$ cat src/rtl/cvsd_pkg.sv
package cvsd_pkg;
    typedef enum logic [1:0] {
        ST_SLEEP = 2'd0,
        ST_IDLE  = 2'd1,
        ST_ENC   = 2'd2
    } enc_state_e;
endpackage

$ cat src/rtl/cvsd_run_det.sv
// Tracks the last three produced bits and flags a run that includes the new bit.
module cvsd_run_det (
    input  logic clk,
    input  logic rst,
    input  logic upd,
    input  logic bit_in,
    input  logic short_run,
    output logic run
);
    localparam int HIST = 3;

    logic [HIST-1:0] hist_q;   // hist_q[0] is the most recent bit
    logic [1:0]      fill_q;   // earlier bits seen since reset, saturating at 3
    logic            same2;

    always_comb begin
        same2 = (bit_in == hist_q[0]) && (bit_in == hist_q[1]);
        if (short_run)
            run = (fill_q >= 2'd2) && same2;
        else
            run = (fill_q == 2'd3) && same2 && (bit_in == hist_q[2]);
    end

    always_ff @(posedge clk) begin
        if (rst) begin
            hist_q <= '0;
            fill_q <= '0;
        end else if (upd) begin
            hist_q <= {hist_q[HIST-2:0], bit_in};
            if (fill_q != 2'd3)
                fill_q <= fill_q + 2'd1;
        end
    end
endmodule

$ cat src/rtl/cvsd_step.sv
// Syllabic step adaptation: grow on a run, decay otherwise, kept within bounds.
module cvsd_step #(
    parameter int W        = 16,
    parameter int STEP_MIN = 16,
    parameter int STEP_MAX = 4096,
    parameter int GROW_SH  = 2,
    parameter int DECAY_SH = 4
) (
    input  logic         clk,
    input  logic         rst,
    input  logic         upd,
    input  logic         run,
    output logic [W-1:0] step
);
    localparam logic [W:0]   MAX_X = (W+1)'(STEP_MAX);
    localparam logic [W-1:0] MIN_V = W'(STEP_MIN);
    localparam logic [W-1:0] MAX_V = W'(STEP_MAX);

    logic [W:0]   grown;
    logic [W-1:0] shrunk;
    logic [W-1:0] step_d;

    always_comb begin
        grown  = {1'b0, step} + ({1'b0, step} >> GROW_SH);
        shrunk = step - (step >> DECAY_SH);
        if (run)
            step_d = (grown > MAX_X) ? MAX_V : grown[W-1:0];
        else
            step_d = (shrunk < MIN_V) ? MIN_V : shrunk;
    end

    always_ff @(posedge clk) begin
        if (rst)
            step <= MIN_V;
        else if (upd)
            step <= step_d;
    end
endmodule

$ cat src/rtl/cvsd_integ.sv
// Saturating reconstruction accumulator.
module cvsd_integ #(
    parameter int W = 16
) (
    input  logic                clk,
    input  logic                rst,
    input  logic                upd,
    input  logic                up,
    input  logic        [W-1:0] step,
    output logic signed [W-1:0] acc
);
    localparam logic signed [W:0] POS_LIM = {2'b00, {(W-1){1'b1}}};
    localparam logic signed [W:0] NEG_LIM = {2'b11, {(W-1){1'b0}}};

    logic signed [W:0]   acc_x;
    logic signed [W:0]   step_x;
    logic signed [W:0]   sum;
    logic signed [W-1:0] acc_d;

    always_comb begin
        acc_x  = {acc[W-1], acc};
        step_x = $signed({1'b0, step});
        sum    = up ? (acc_x + step_x) : (acc_x - step_x);
        if (sum > POS_LIM)
            acc_d = POS_LIM[W-1:0];
        else if (sum < NEG_LIM)
            acc_d = NEG_LIM[W-1:0];
        else
            acc_d = sum[W-1:0];
    end

    always_ff @(posedge clk) begin
        if (rst)
            acc <= '0;
        else if (upd)
            acc <= acc_d;
    end
endmodule

$ cat src/rtl/cvsd_enc.sv
module cvsd_enc
    import cvsd_pkg::*;
#(
    parameter int W        = 16,
    parameter int STEP_MIN = 16,
    parameter int STEP_MAX = 4096,
    parameter int GROW_SH  = 2,
    parameter int DECAY_SH = 4
) (
    input  logic                clk,
    input  logic                rst,
    input  logic                bit_en,
    input  logic signed [W-1:0] sample,
    input  logic                short_run,
    input  logic                idle_n,
    input  logic                data_en,
    input  logic                pwr_on,
    output logic                ser_bit,
    output logic                ser_oe
);
    enc_state_e          state_q, state_d;
    logic                upd;
    logic                new_bit;
    logic                phase_q;
    logic                run;
    logic        [W-1:0] step;
    logic signed [W-1:0] acc;

    // next-state logic
    always_comb begin
        state_d = state_q;
        unique case (state_q)
            ST_SLEEP: if (pwr_on) state_d = idle_n ? ST_ENC : ST_IDLE;   // wake-to-encode / wake-to-idle
            ST_IDLE:  if (!pwr_on) state_d = ST_SLEEP;                   // power-down
                      else if (idle_n) state_d = ST_ENC;                 // idle-release
            ST_ENC:   if (!pwr_on) state_d = ST_SLEEP;                   // power-down
                      else if (!idle_n) state_d = ST_IDLE;               // idle-force
            default:  state_d = ST_SLEEP;
        endcase
    end

    // state register
    always_ff @(posedge clk) begin
        if (rst)
            state_q <= ST_SLEEP;
        else
            state_q <= state_d;
    end

    // per-state outputs
    always_comb begin
        upd     = 1'b0;
        new_bit = ser_bit;
        unique case (state_q)
            ST_SLEEP: begin
                upd     = 1'b0;
                new_bit = ser_bit;
            end
            ST_IDLE: begin
                upd     = bit_en;
                new_bit = phase_q;
            end
            ST_ENC: begin
                upd     = bit_en;
                new_bit = (sample >= acc);
            end
            default: begin
                upd     = 1'b0;
                new_bit = ser_bit;
            end
        endcase
    end

    always_ff @(posedge clk) begin
        if (rst) begin
            ser_bit <= 1'b0;
            phase_q <= 1'b0;
        end else begin
            if (upd)
                ser_bit <= new_bit;
            if (state_q != ST_IDLE)
                phase_q <= 1'b0;
            else if (upd)
                phase_q <= ~phase_q;
        end
    end

    assign ser_oe = data_en & pwr_on;

    cvsd_run_det u_run (
        .clk       (clk),
        .rst       (rst),
        .upd       (upd),
        .bit_in    (new_bit),
        .short_run (short_run),
        .run       (run)
    );

    cvsd_step #(
        .W        (W),
        .STEP_MIN (STEP_MIN),
        .STEP_MAX (STEP_MAX),
        .GROW_SH  (GROW_SH),
        .DECAY_SH (DECAY_SH)
    ) u_step (
        .clk  (clk),
        .rst  (rst),
        .upd  (upd),
        .run  (run),
        .step (step)
    );

    cvsd_integ #(
        .W (W)
    ) u_integ (
        .clk  (clk),
        .rst  (rst),
        .upd  (upd),
        .up   (new_bit),
        .step (step),
        .acc  (acc)
    );
endmodule

$ cat config.mk
export PLATFORM = sky130hd
export DESIGN_NAME = cvsd_enc
export DESIGN_NICKNAME = d
export VERILOG_FILES = /design/src/rtl/cvsd_pkg.sv /design/src/rtl/cvsd_run_det.sv /design/src/rtl/cvsd_step.sv /design/src/rtl/cvsd_integ.sv /design/src/rtl/cvsd_enc.sv
export SDC_FILE = /design/constraint.sdc
export NUM_CORES = 1
export LEC_CHECK = 0
export ABC_AREA = 1
export BUFFER_PORTS_ARGS = -buffer_cell sky130_fd_sc_hd__buf_4
export CORE_ASPECT_RATIO = 0.7
export CORE_MARGIN = 3
export CORE_UTILIZATION = 37
export CTS_CLUSTER_DIAMETER = 50
export DETAILED_ROUTE_END_ITERATION = 10
export PLACE_DENSITY = 0.62
export SYNTH_ARGS = -nofsm -noshare
export SYNTH_HDL_FRONTEND = slang
export SYNTH_SLANG_ARGS = --single-unit
$ cat constraint.sdc
create_clock -name clk -period 4.45 [get_ports clk]
set_clock_uncertainty 0.15 [all_clocks]
set_input_delay 0.2225 -clock clk [delete_from_list [all_inputs] [get_ports clk]]
set_output_delay 0.2225 -clock clk [all_outputs]
set_load 0.03 [all_outputs]
==> impl_metrics.json <==
{
  "clkTransAtPathRegs_ns": 0.07,
  "grt_usage": 0.178,
  "max_stage_delay_ns": 0.38,
  "routedWlPerCell_um": 14.4,
  "end_kind": "register",
  "worstMarginPinSlew_ns": 1.14,
  "rr_endpoint": "u_integ.acc[3]",
  "overflow": 0,
  "outcome": "completed",
  "synth-seq-cells": 40,
  "cp.required_ns": 4.47,
  "firstDrtPassIters": 5,
  "synthToLayoutAreaGrowth_pct": 15.9,
  "drc_errors": 0,
  "start_util": 0.383,
  "grt_max_degree": 37,
  "slew_viol_final": 0,
  "hold_viol": 0,
  "hold_class": "input pin to register",
  "nets": 923,
  "core-area_mm2": 0.0134,
  "drtAntennaViolNets": 0,
  "cts_buffers": 5,
  "arrival_ns": 4.38,
  "cts_tree": "done",
  "drive_above_1_share": 0.132,
  "finalSetupViolations": 0,
  "relSlewSlack": 0.237,
  "dp.final_hpwl_mm": 10.9,
  "antenna_found_initial": 0,
  "cpMaxStageDelayCell": "ha_1",
  "async_flop_share": 0,
  "regToRegSetupSlack_ns": 0.1,
  "synth-main-ff-cell": "dfxtp_1",
  "max-cap-violations": 0,
  "finalWirelength_mm": 14.6,
  "ios": 25,
  "min_period_ns": 4.35,
  "synth_nets": 893,
  "detailedPlace.worstSlack_ns": -0.0666,
  "ys_seq_area_frac": 0.156,
  "clockBufferDepth": 2,
  "die_w_um": 147,
  "grt_pass1_wl_mm": 23.1,
  "vias_per_cell": 5.17,
  "synthCells": 802,
  "synth_edf_count": 0,
  "first_iter_violations": 438,
  "fin_crit_sh": 0.979,
  "final.setup.tns_ns": 0,
  "dieArea_mm2": 0.0153,
  "crit_fanout": 7,
  "gp_congestion": 0.883,
  "crit_type": "register to register",
  "start_kind": "register",
  "avgSynthCellArea_um2": 6.38,
  "std_cell_rows": 35,
  "grt_pass1_vias": 4570,
  "synth_cell_type_count": 42,
  "hold_ws_ns": 0.155,
  "hold_start": "rst",
  "holdPathStages": 2,
  "cts_root_buf": "clkbuf_16",
  "fmax_mhz": 230,
  "r2r_cells": 28,
  "clock_latency_ns": 0.29,
  "syn-cell-area_mm2": 0.00512,
  "synth-warning-count": 0,
  "num_antenna_cells": 0,
  "rsz0062_at_grt": "yes",
  "cts_max_level": 2,
  "whs_endpoint": "u_integ.acc[1]",
  "num_vias": 5267,
  "die_y_um": 104,
  "postCtsHoldBufs": 0,
  "reg2reg_from": "u_integ.acc[13]",
  "portBuffers": 24,
  "layout_setup_ws_ns": 0.0955,
  "cts_sinks": 40,
  "crit_top_cell": "nand2_1"
}
Yosys cell counts (8+ instances only):
master,instances,share of area
nand4_1,20,0.024
nor2_1,48,0.035
o21ai_0,38,0.037
inv_1,132,0.097
ha_1,65,0.16
dfxtp_1,40,0.16
a21oi_1,73,0.071
nand2_1,176,0.13
xnor2_1,13,0.022
xor2_1,34,0.058
nor3_1,8,0.0078
a21oi_2,14,0.024
nand3_1,69,0.067
clkbuf_1,8,0.0059
worst max-delay path, delay by kind of cell, from the launching register on:
kind                       cells  cell delay, ns
DFF                            1            0.35
adders and majority gates      2            0.67
AOI/OAI and AO/OA              4            0.63
buffers and inverters          5            0.55
xor gates and xnor gates       1            0.20
and+or+nand+nor               16            1.65
timing repair:
| item | 4_1_cts | 5_1_grt |
|---|---|---|
| endpoints found under the setup margin | 15 | 16 |
| pin swaps | 0 | 4 |
| gates cloned | 0 | 3 |
| gates resized for setup | 2 | 44 |
| setup buffers | 0 | 7 |
state kept, by name, indices dropped and copies added, names as in the netlist:
name	cells
state_q	2
phase_q	1
u_run.fill_q	2
u_run.hist_q	3
u_step.step	16
u_integ.acc	16
stage by stage:
step | instance area [um2] | util | instances
floorplan | 5120 | - | 802
global placement | 5470 | 0.410 | 1000
detailed placement | 5470 | 0.410 | 1000
CTS | 5650 | 0.423 | 1008
global route | 5930 | 0.444 | 1018
finish | 5930 | 0.444 | 1018
layout by cell type (no fill, tap or decap), types with 4 or more instances in the layout:
master	n
a21o_1	5
nand2_4	4
inv_1	132
nand3_1	67
nand3b_1	5
nand3_2	6
dfxtp_1	40
a21oi_1	65
nor2_1	47
xor2_1	34
a21oi_2	21
a31oi_1	5
nand2_2	5
nand4_1	20
nand2_1	171
o21ai_0	35
xnor2_1	12
nor3_1	7
clkbuf_16	5
ha_1	60
buf_4	35
metal layers:
metal  vias to the layer above  GRT usage  routed length, um
met3                        13     0.0318                763
met5                         -          0                  0
met2                       136      0.235               5610
met4                         0     0.0235                 99
li1                       2712          -                  -
met1                      2406      0.297               8140
how the worst max path moves through the flow:
stage | startpoint | end
2_1_floorplan | u_integ.acc[15] | u_integ.acc[11]
3_3_place_gp | u_integ.acc[13] | u_integ.acc[4]
3_5_place_dp | u_integ.acc[15] | u_integ.acc[2]
4_1_cts | u_integ.acc[15] | u_integ.acc[2]
5_1_grt | u_integ.acc[11] | u_integ.acc[0]
6_report | u_integ.acc[13] | u_integ.acc[3]
cell type report:
cell class              count  area (um2)
clock inverters             3        42.5
repair inverters            1        8.76
well taps                 185         231
fillers                  1386        7420
repair buffers             35         263
multi-input cells         612        3940
flip-flops and latches     40         801
inverters                 137         527
clock buffers               5         125
kinds of logic (layout without fill, tap and decap cells):
kind of cell	after synthesis	in the layout	share of synthesized area
AO/OA/AOI/OAI	151	151	0.172
XOR/XNOR	47	47	0.0804
adder cells (fa/ha/maj)	68	68	0.171
buffers and inverters	152	181	0.118
flip-flops	40	40	0.156
AND/OR/NAND/NOR	344	346	0.303
Power is not shown: default switching activity piles up to over one toggle a cycle in this logic, so the estimate is an artifact.
